===== config.mk =====
export PLATFORM = sky130hd
export DESIGN_NAME = tx_rst_seq
export DESIGN_NICKNAME = d
export VERILOG_FILES = /design/src/rtl/tx_rst_seq_pkg.sv /design/src/rtl/tx_rst_rxqual.sv /design/src/rtl/tx_rst_timer.sv /design/src/rtl/tx_rst_seq.sv
export SDC_FILE = /design/constraint.sdc
export NUM_CORES = 1
export LEC_CHECK = 0
export ABC_AREA = 1
export BUFFER_PORTS_ARGS = -buffer_cell sky130_fd_sc_hd__buf_2
export CORE_MARGIN = 2
export CORE_UTILIZATION = 66
export CTS_CLUSTER_SIZE = 12
export DETAILED_ROUTE_END_ITERATION = 8
export PLACE_DENSITY_LB_ADDON = 0.08
export SYNTH_ARGS = -nofsm -noshare
export SYNTH_HDL_FRONTEND = slang
export SYNTH_HIERARCHICAL = 1
export SYNTH_SLANG_ARGS = --single-unit

===== constraint.sdc =====
create_clock -name clk -period 4.8 [get_ports clk]
set_input_delay 0.48 -clock clk [delete_from_list [all_inputs] [get_ports clk]]
set_output_delay 0.48 -clock clk [all_outputs]
set_load 0.01 [all_outputs]

===== src/rtl/tx_rst_seq_pkg.sv =====
package tx_rst_seq_pkg;

   typedef enum logic [2:0] {
      ST_IDLE   = 3'd0,
      ST_PMA    = 3'd1,
      ST_WLOCK  = 3'd2,
      ST_ALIGN  = 3'd3,
      ST_PCS    = 3'd4,
      ST_SETTLE = 3'd5,
      ST_DONE   = 3'd6
   } seq_st_t;

   function automatic int max2(input int a, input int b);
      return (a > b) ? a : b;
   endfunction

endpackage


===== src/rtl/tx_rst_rxqual.sv =====
module tx_rst_rxqual #(
   parameter int RX_STABLE = 16384,
   parameter bit USE_RUN   = 1'b1
) (
   input  logic clk,
   input  logic sys_rst,
   input  logic rx_lock,
   output logic rx_trusted
);

   generate
      if (USE_RUN) begin : g_run
         localparam int RW = $clog2(RX_STABLE + 1);
         localparam logic [RW-1:0] RLIM = RW'(RX_STABLE);
         logic [RW-1:0] run_q;

         always_ff @(posedge clk) begin
            if (sys_rst || !rx_lock) begin
               run_q <= '0;
            end else if (run_q != RLIM) begin
               run_q <= run_q + 1'b1;
            end
         end

         assign rx_trusted = (run_q == RLIM);
      end else begin : g_level
         assign rx_trusted = rx_lock;
      end
   endgenerate

endmodule


===== src/rtl/tx_rst_timer.sv =====
module tx_rst_timer #(
   parameter int CW = 8
) (
   input  logic          clk,
   input  logic          clr,
   input  logic          inc,
   output logic [CW-1:0] cnt
);

   always_ff @(posedge clk) begin
      if (clr) begin
         cnt <= '0;
      end else if (inc) begin
         cnt <= cnt + 1'b1;
      end
   end

endmodule


===== src/rtl/tx_rst_seq.sv =====
module tx_rst_seq
   import tx_rst_seq_pkg::*;
#(
   parameter int PMA_CYCLES    = 3,
   parameter int LOCK_WAIT     = 12000,
   parameter int SYNC_CYCLES   = 64,
   parameter int PCS_CYCLES    = 3,
   parameter int SETTLE_CYCLES = 5,
   parameter int RX_STABLE     = 16384,
   parameter bit HAS_RX_RUN    = 1'b1
) (
   input  logic clk,
   input  logic sys_rst,
   input  logic tx_lock,
   input  logic usrclk_ok,
   input  logic rx_lock,
   input  logic rx_gate_en,
   input  logic cdr_digital,
   output logic pma_rst,
   output logic pcs_rst,
   output logic sync_req,
   output logic done
);

   localparam int MAXC = max2(max2(max2(PMA_CYCLES, LOCK_WAIT), max2(SYNC_CYCLES, PCS_CYCLES)),
                              SETTLE_CYCLES);
   localparam int CW   = $clog2(MAXC + 1);

   generate
      if (PMA_CYCLES < 1 || LOCK_WAIT < 1 || SYNC_CYCLES < 1 ||
          PCS_CYCLES < 1 || SETTLE_CYCLES < 1 || RX_STABLE < 1) begin : g_bad_param
         $error("tx_rst_seq: every phase length must be at least 1");
      end
   endgenerate

   seq_st_t       st_q, st_d;
   logic [CW-1:0] tcnt;
   logic [CW-1:0] tlim;
   logic          tlast;
   logic          tclr;
   logic          tinc;
   logic          rx_run_ok;
   logic          rx_ok;
   logic          tx_qual;

   tx_rst_rxqual #(
      .RX_STABLE (RX_STABLE),
      .USE_RUN   (HAS_RX_RUN)
   ) i_rxqual (
      .clk        (clk),
      .sys_rst    (sys_rst),
      .rx_lock    (rx_lock),
      .rx_trusted (rx_run_ok)
   );

   tx_rst_timer #(
      .CW (CW)
   ) i_timer (
      .clk (clk),
      .clr (tclr),
      .inc (tinc),
      .cnt (tcnt)
   );

   assign rx_ok   = !rx_gate_en || (cdr_digital ? rx_lock : rx_run_ok);
   assign tx_qual = tx_lock && usrclk_ok;

   always_comb begin
      case (st_q)
         ST_PMA:    tlim = CW'(PMA_CYCLES);
         ST_WLOCK:  tlim = CW'(LOCK_WAIT);
         ST_ALIGN:  tlim = CW'(SYNC_CYCLES);
         ST_PCS:    tlim = CW'(PCS_CYCLES);
         ST_SETTLE: tlim = CW'(SETTLE_CYCLES);
         default:   tlim = CW'(1);
      endcase
   end

   assign tlast = (tcnt == tlim - 1'b1);

   always_comb begin
      st_d = st_q;
      tinc = 1'b1;
      case (st_q)
         ST_IDLE: begin
            if (rx_ok) st_d = ST_PMA;
         end
         ST_PMA: begin
            if (tlast) st_d = ST_WLOCK;
         end
         ST_WLOCK: begin
            if (!tx_qual) tinc = 1'b0;
            else if (tlast) st_d = ST_ALIGN;
         end
         ST_ALIGN: begin
            if (!tx_lock) st_d = ST_WLOCK;
            else if (tlast) st_d = ST_PCS;
         end
         ST_PCS: begin
            if (!tx_lock) st_d = ST_WLOCK;
            else if (tlast) st_d = ST_SETTLE;
         end
         ST_SETTLE: begin
            if (!tx_lock) st_d = ST_WLOCK;
            else if (tlast) st_d = ST_DONE;
         end
         ST_DONE: begin
            tinc = 1'b0;
         end
         default: begin
            st_d = ST_IDLE;
         end
      endcase
      if (sys_rst) st_d = ST_IDLE;
   end

   assign tclr = sys_rst || (st_d != st_q) || (st_q == ST_WLOCK && !tx_qual);

   always_ff @(posedge clk) begin
      if (sys_rst) begin
         st_q <= ST_IDLE;
      end else begin
         st_q <= st_d;
      end
   end

   assign pma_rst  = (st_q == ST_PMA);
   assign pcs_rst  = (st_q == ST_PCS);
   assign sync_req = (st_q == ST_ALIGN);
   assign done     = (st_q == ST_DONE);

endmodule


### After elaboration in Yosys (flattened, before gate mapping)

Cells that the tools add are included.

| word-level totals | value |
|---|---|
| word-level logic and storage cells | 43 |
| register bits | 32 |
| bits of input ports | 7 |
| output and inout port bits | 4 |

| operators by class | value |
|---|---|
| multiplexer cells | 16 |
| reduce and logical (&&, ||, !) cells | 11 |
| add/subtract/negate cells | 3 |
| eq/ne operators | 10 |

Operators by type and width:

| kind | count |
|---|---|
| one-hot mux 14 bit (4 select lines) | 1 |
| two-way mux 3 bit | 11 |
| one-hot mux 3 bit (7 select lines) | 1 |
| adder 15 x 1 -> 15 bit (second input constant) | 1 |
| == test 15 bit (second input constant) | 1 |
| != test 15 bit (second input constant) | 1 |
| adder 14 x 1 -> 14 bit (second input constant) | 1 |
| == test 14 bit | 1 |
| subtractor 14 x 1 -> 14 bit (second input constant) | 1 |
| == test 3 bit (second input constant) | 3 |
| == test 3 x 2 -> 1 bit (second input constant) | 2 |
| logical OR 1 bit | 4 |
| == test 3 x 1 -> 1 bit (second input constant) | 1 |
| zero test 1 bit | 3 |
| zero test 3 bit | 1 |
| != test 3 bit | 1 |
| logical AND 1 bit | 2 |
| two-way mux 1 bit | 2 |
| one-hot mux 1 bit (2 select lines) | 1 |
| OR reduction 2 bit | 1 |

### Logic depth before layout (Yosys ltp)

| depth | value |
|---|---|
| depth in word-level cells | 12 |
| depth in mapped cells | 26 |

### Hierarchy

The synthesis kept the hierarchy.

By module, submodules not included:

| module | cells an instance | area an instance (um2) | times used |
|---|---|---|---|
| tx_rst_rxqual | 137 | 857.1 | 1 |
| tx_rst_timer | 113 | 735.7 | 1 |
| tx_rst_seq | 116 | 679.4 | 1 |

### Worst setup path before layout

OpenSTA, ideal clock, no wires.

| timing | value |
|---|---|
| path kind | register -> register |
| start point | register st_q[1] |
| end point | register i_timer.cnt[5] |
| clock period less this slack | 2.935 ns |
| stages on the path, launching flop included | 26 |
| arrival time | 2.865 ns |
| path slack | 1.865 ns |
| data required time | 4.730 ns |
| cells stage by stage | dfxtp_1 -> clkbuf_8 -> nor2_1 -> inv_1 -> nor2_1 -> inv_1 -> nand2_1 -> inv_1 -> ha_1 -> ha_1 -> nand2_1 -> inv_1 -> nor2_1 -> nand2_1 -> nor2_1 -> nand4_4 -> o21ai_1 -> nand3_2 -> nand2_2 -> nand2_1 -> nand2_1 -> nand2_1 -> inv_1 -> buf_2 -> o21ai_0 -> a21oi_1 |

| between the ends | value |
|---|---|
| word-level cells in the longest chain between the ends | 12 |
| elaborated cells between the ends (all ways) | 28 |

Ends and longest elaborated chain:

| item | RTL line | RTL |
|---|---|---|
| from (decl) | tx_rst_seq.sv:36 | `seq_st_t st_q, st_d;` |
| from (signal assigned) | tx_rst_seq.sv:123 | `st_q <= st_d;` |
| == test 3 bit * | n/a |  |
| named net pcs_rst | tx_rst_seq.sv:20 | `output logic pcs_rst,` |
| OR reduction 2 bit (no line) | n/a |  |
| one-hot mux 14 bit (4 select lines) | tx_rst_seq.sv:69 | `case (st_q)` |
| subtractor 14 x 1 -> 14 bit | tx_rst_seq.sv:79 | `assign tlast = (tcnt == tlim - 1'b1);` |
| == test 14 bit | tx_rst_seq.sv:79 |  |
| two-way mux 3 bit (on tied branches) (2 in a row) | n/a |  |
| one-hot mux 3 bit (7 select lines) * | tx_rst_seq.sv:84 | `case (st_q)` |
| two-way mux 3 bit * | tx_rst_seq.sv:114 | `if (sys_rst) st_d = ST_IDLE;` |
| != test 3 bit * | tx_rst_seq.sv:117 | `assign tclr = sys_rst \|\| (st_d != st_q) \|\| (st_q == ST_WLOCK && !tx_qual);` |
| logical OR 1 bit * (2 in a row) | tx_rst_seq.sv:117 |  |
| named net tclr | tx_rst_seq.sv:40 | `logic tclr;` |
| to (signal assigned) | tx_rst_timer.sv:14 | `cnt <= cnt + 1'b1;` |
| to (decl) | tx_rst_timer.sv:7 | `output logic [CW-1:0] cnt` |

Mark *: on every way through the listed nets, which the timed path passes. The rest lies on a longest branch.
A chain may end at the register's enable or synchronous reset.

### Worst setup path in the final report

| timing | value |
|---|---|
| start point | register st_q[2] |
| end point | register i_timer.cnt[0] |

| between the ends | value |
|---|---|
| word-level cells in the longest chain between the ends | 12 |
| elaborated cells between the ends (all ways) | 28 |

Ends and longest elaborated chain:

| item | RTL line |
|---|---|
| == test 3 x 1 -> 1 bit or == test 3 bit (tied branches) | tx_rst_seq.sv:69, tx_rst_seq.sv:84 |
| OR reduction 2 bit (no line) | n/a |
| one-hot mux 14 bit (4 select lines) | tx_rst_seq.sv:69 |
| subtractor 14 x 1 -> 14 bit | tx_rst_seq.sv:79 |
| == test 14 bit | tx_rst_seq.sv:79 |
| two-way mux 3 bit (on tied branches) (2 in a row) | n/a |
| one-hot mux 3 bit (7 select lines) | tx_rst_seq.sv:84 |
| two-way mux 3 bit | tx_rst_seq.sv:114 |
| != test 3 bit | tx_rst_seq.sv:117 |
| logical OR 1 bit | tx_rst_seq.sv:117 |
| logical OR 1 bit * | tx_rst_seq.sv:117 |
| named net tclr | tx_rst_seq.sv:40 |

Marks and branches as above.

==> results.yml <==
finish:
  multi_input_area_um2: 1360
  area_growth_pct: 6.44
  final_core_util_pct: 73.1
  drive_gt1_share_pct: 12.9
  antenna_cells: 0
  regArea_um2: 641
  nFillCells: 298
  nets: 391
  design_area_um2: 2420
flow_run:
  maxCapViolCount: 0
detailed_routing:
  drc: 0
  drt-initial-drc-count: 234
  routedWlPerCell_um: 11.4
  drt_wl_total_um: 4850
  num_vias: 2229
  ant_nets: 0
  vias_per_cell: 5.23
  drt_pass1_iterations: 4
global_route:
  overflow: 0
  met2_usage_pct: 47.3
  antenna_found_initial: 0
  grt_pass1_vias: 2101
  met3_usage_pct: 4.86
  top_usage_layer: "met2"
  gr-usage-met1_pct: 36.5
  grt_max_degree: 13
  grt_use_total_pct: 28.0
  grt_pass1_wl_um: 8970
power_and_ir_drop:
  power.density_nw_per_um2: 375
  ir_drop_v: 0.000240
  leakagePower_nw: 1.03
synth:
  synth-edff-count: 0
  netlist_area_um2: 2270
  ys_seq_area_share_pct: 28.2
  synth_nets: 378
  synthCells: 366
  yosys_warnings: 6
  ys_ff_latch: 32
  async_reset_ff_share_pct: 0
  synth-main-ff-cell: "dfxtp_1"
  synth.avg_cell_area_um2: 6.21
  yosysUniqueCellTypes: 33
timing:
  hold_ws_ns: 0.351
  tightest_slew_ns: 1.03
  drv_slew: 0
  worst_clock_skew_ns: 0.00440
  setup_violations: 0
  slew_headroom_pct: 30.6
  hold_viol: 0
  worst_slack_ns: 1.47
  tns_ns: 0
  rsz0062_at_grt: "false"
  fin_crit_sh_pct: 69.3
  finalCriticalPeriod_ns: 3.33
  max_freq_mhz: 300
critical_path:
  crit_arrival_ns: 3.59
  critPathCaptureType: "flop"
  required_ns: 5.06
  r2r_start: "st_q[2]"
  crit_cells: 22
  path_class: "flop to flop"
  start_kind: "flop"
  crit_path_max_incr_delay_ns: 0.64
  path_common_cell: "nand2_1"
  endpoint: "i_timer/cnt[0]"
  rr_worst_depth: 22
  cp_cell_sequence: "inv_6 > nor2_1 > inv_1 > nand2_1 > inv_1 > ha_1 > ha_1 > nand2_1 > inv_1 > nor2_1 > nand2_1 > nor2_1 > nand4_4 > o21ai_1 > nand3_2 > nand2_2 > nand2_1 > nand2_1 > nand2_1 > inv_1 > o21ai_0 > a21oi_1"
  critical_path.top_delay_family: "simple AND/OR/NAND/NOR gates"
  crit_fanout: 12
  worst-path-buf-inv: 5
  crit_path_start: "st_q[2]"
  rr_endpoint: "i_timer/cnt[0]"
  r2r_slack_ns: 1.47
  worst_path_max_delay_cell: "dfxtp_1"
floorplanning:
  initial_utilization_pct: 68.6
  die_h_um: 62.7
  core_um2: 3310
  io_pins: 11
  dieArea_um2: 3930
  rows: 21
  fp.dieW_um: 62.7
hold_path:
  min_path_type: "primary input to flop"
placed_design:
  dpl_worst_slack_ns: 1.49
  dp_hpwl_um: 3700
  portBuffers: 10
  placed_cell_area_um2: 2340
  gp_congestion: 1.04
status:
  status: "completed"
clock_network:
  clkTransAtPathRegs_ns: 0.11
  cts_setup_buffers: 0
  numCtsBuffers: 5
  clk_latency_ns: 0.33
  ctsResizeCount: 0
  cts_tree: "built"
  clockBufferDepth: 2
  ctsHoldBuffers: 0
  cts.sinks: 32
  htreeDepth: 2
  clock-root-buffer: "clkbuf_4"
## report_power, final
group | internal (mW) | switching, mW | total [mW] | leakage, nW
clock | 0.109 | 0.0959 | 0.205 | 0.0422
combinational | 0.149 | 0.237 | 0.386 | 0.727
sequential | 0.281 | 0.0337 | 0.315 | 0.259
total | 0.539 | 0.367 | 0.906 | 1.03
## per-stage QoR
step	std cells	power [mW]
after floorplan	366	0.648
after global placement	418	0.692
after detailed placement	418	0.704
after CTS	426	0.910
after global routing	426	0.981
final	426	0.906
## layout make-up
class                           count  share of cell area [%]
Inverter                           61                    9.67
Clock inverter                      2                    1.45
Timing Repair Buffer               10                    2.07
Multi-Input combinational cell    269                    56.2
Tap cell                           46                    2.38
Sequential cell                    32                    26.5
Clock buffer                        6                    1.71
## kinds of logic after synthesis
| family | count (synthesis) | share of synthesized area [%] |
|---|---|---|
| adders and majority gates | 5 | 2.75 |
| xor gates and xnor gates | 3 | 1.16 |
| and+or+nand+nor | 219 | 45.7 |
| AOI/OAI and AO/OA | 42 | 10.2 |
| buffers and inverters | 65 | 11.9 |
| DFF | 32 | 28.2 |
## synth_stat cells (2+ instances only)
master / instances / area share, %
xor2_1: 2 / 0.77
nand3_2: 7 / 3.1
dfxtp_1: 32 / 28
nand3b_1: 2 / 0.66
a21oi_1: 18 / 4.0
nand2_2: 10 / 2.8
inv_2: 3 / 0.50
a31oi_1: 2 / 0.55
nor3_1: 2 / 0.44
nand3_1: 24 / 5.3
ha_1: 5 / 2.8
inv_1: 57 / 9.4
o21ai_0: 15 / 3.3
nor2_4: 6 / 3.0
nand4_1: 8 / 2.2
nor2_1: 67 / 11
o21ai_1: 3 / 0.66
nand2_1: 88 / 15
## metal layers
metal	up-vias	routed length, µm
li1	1175	-
met1	987	2260
met5	-	0
met3	2	242
met4	0	24
met2	65	2330
## sequential cells by signal (all words and copies together), names as in the netlist
signal                count
st_q                      3
i_rxqual/g_run.run_q     15
i_timer/cnt              14
## cell usage in the layout, fill, tap and decap left out
cell and instances:
nor2_4 6, clkbuf_4 5, o21ai_0 15, inv_2 3
nand4_4 1, buf_2 10, clkbuf_1 1, nand2_1 88
clkinv_2 1, o22ai_1 1, nand3_2 7, nor3_1 2
xnor2_1 1, bufinv_16 1, inv_6 1, ha_1 5
nor2_1 67, o21bai_1 1, o211ai_1 1, nand3_4 1
nor3_2 1, inv_1 57, or2_2 1, nand3b_1 2
a31oi_1 2, a21oi_1 18, nand4_1 8, and3_1 1
xor2_1 2, dfxtp_1 32, o21ai_1 3, nand3_1 24
nand2_2 10, o21bai_4 1
## worst min-delay path by stage
stage          cells past startpoint  slack (ns)                     start                  endpoint
3_5_place_dp                       2        0.48  i_rxqual/g_run.run_q[13]  i_rxqual/g_run.run_q[13]
3_3_place_gp                       2        0.48  i_rxqual/g_run.run_q[13]  i_rxqual/g_run.run_q[13]
4_1_cts                            2        0.35                   sys_rst                   st_q[1]
6_report                           2        0.35                   sys_rst                   st_q[1]
5_1_grt                            2        0.35                   sys_rst                   st_q[1]
2_1_floorplan                      2        0.46           i_timer/cnt[12]           i_timer/cnt[12]
(Power assumes the default switching activity.)
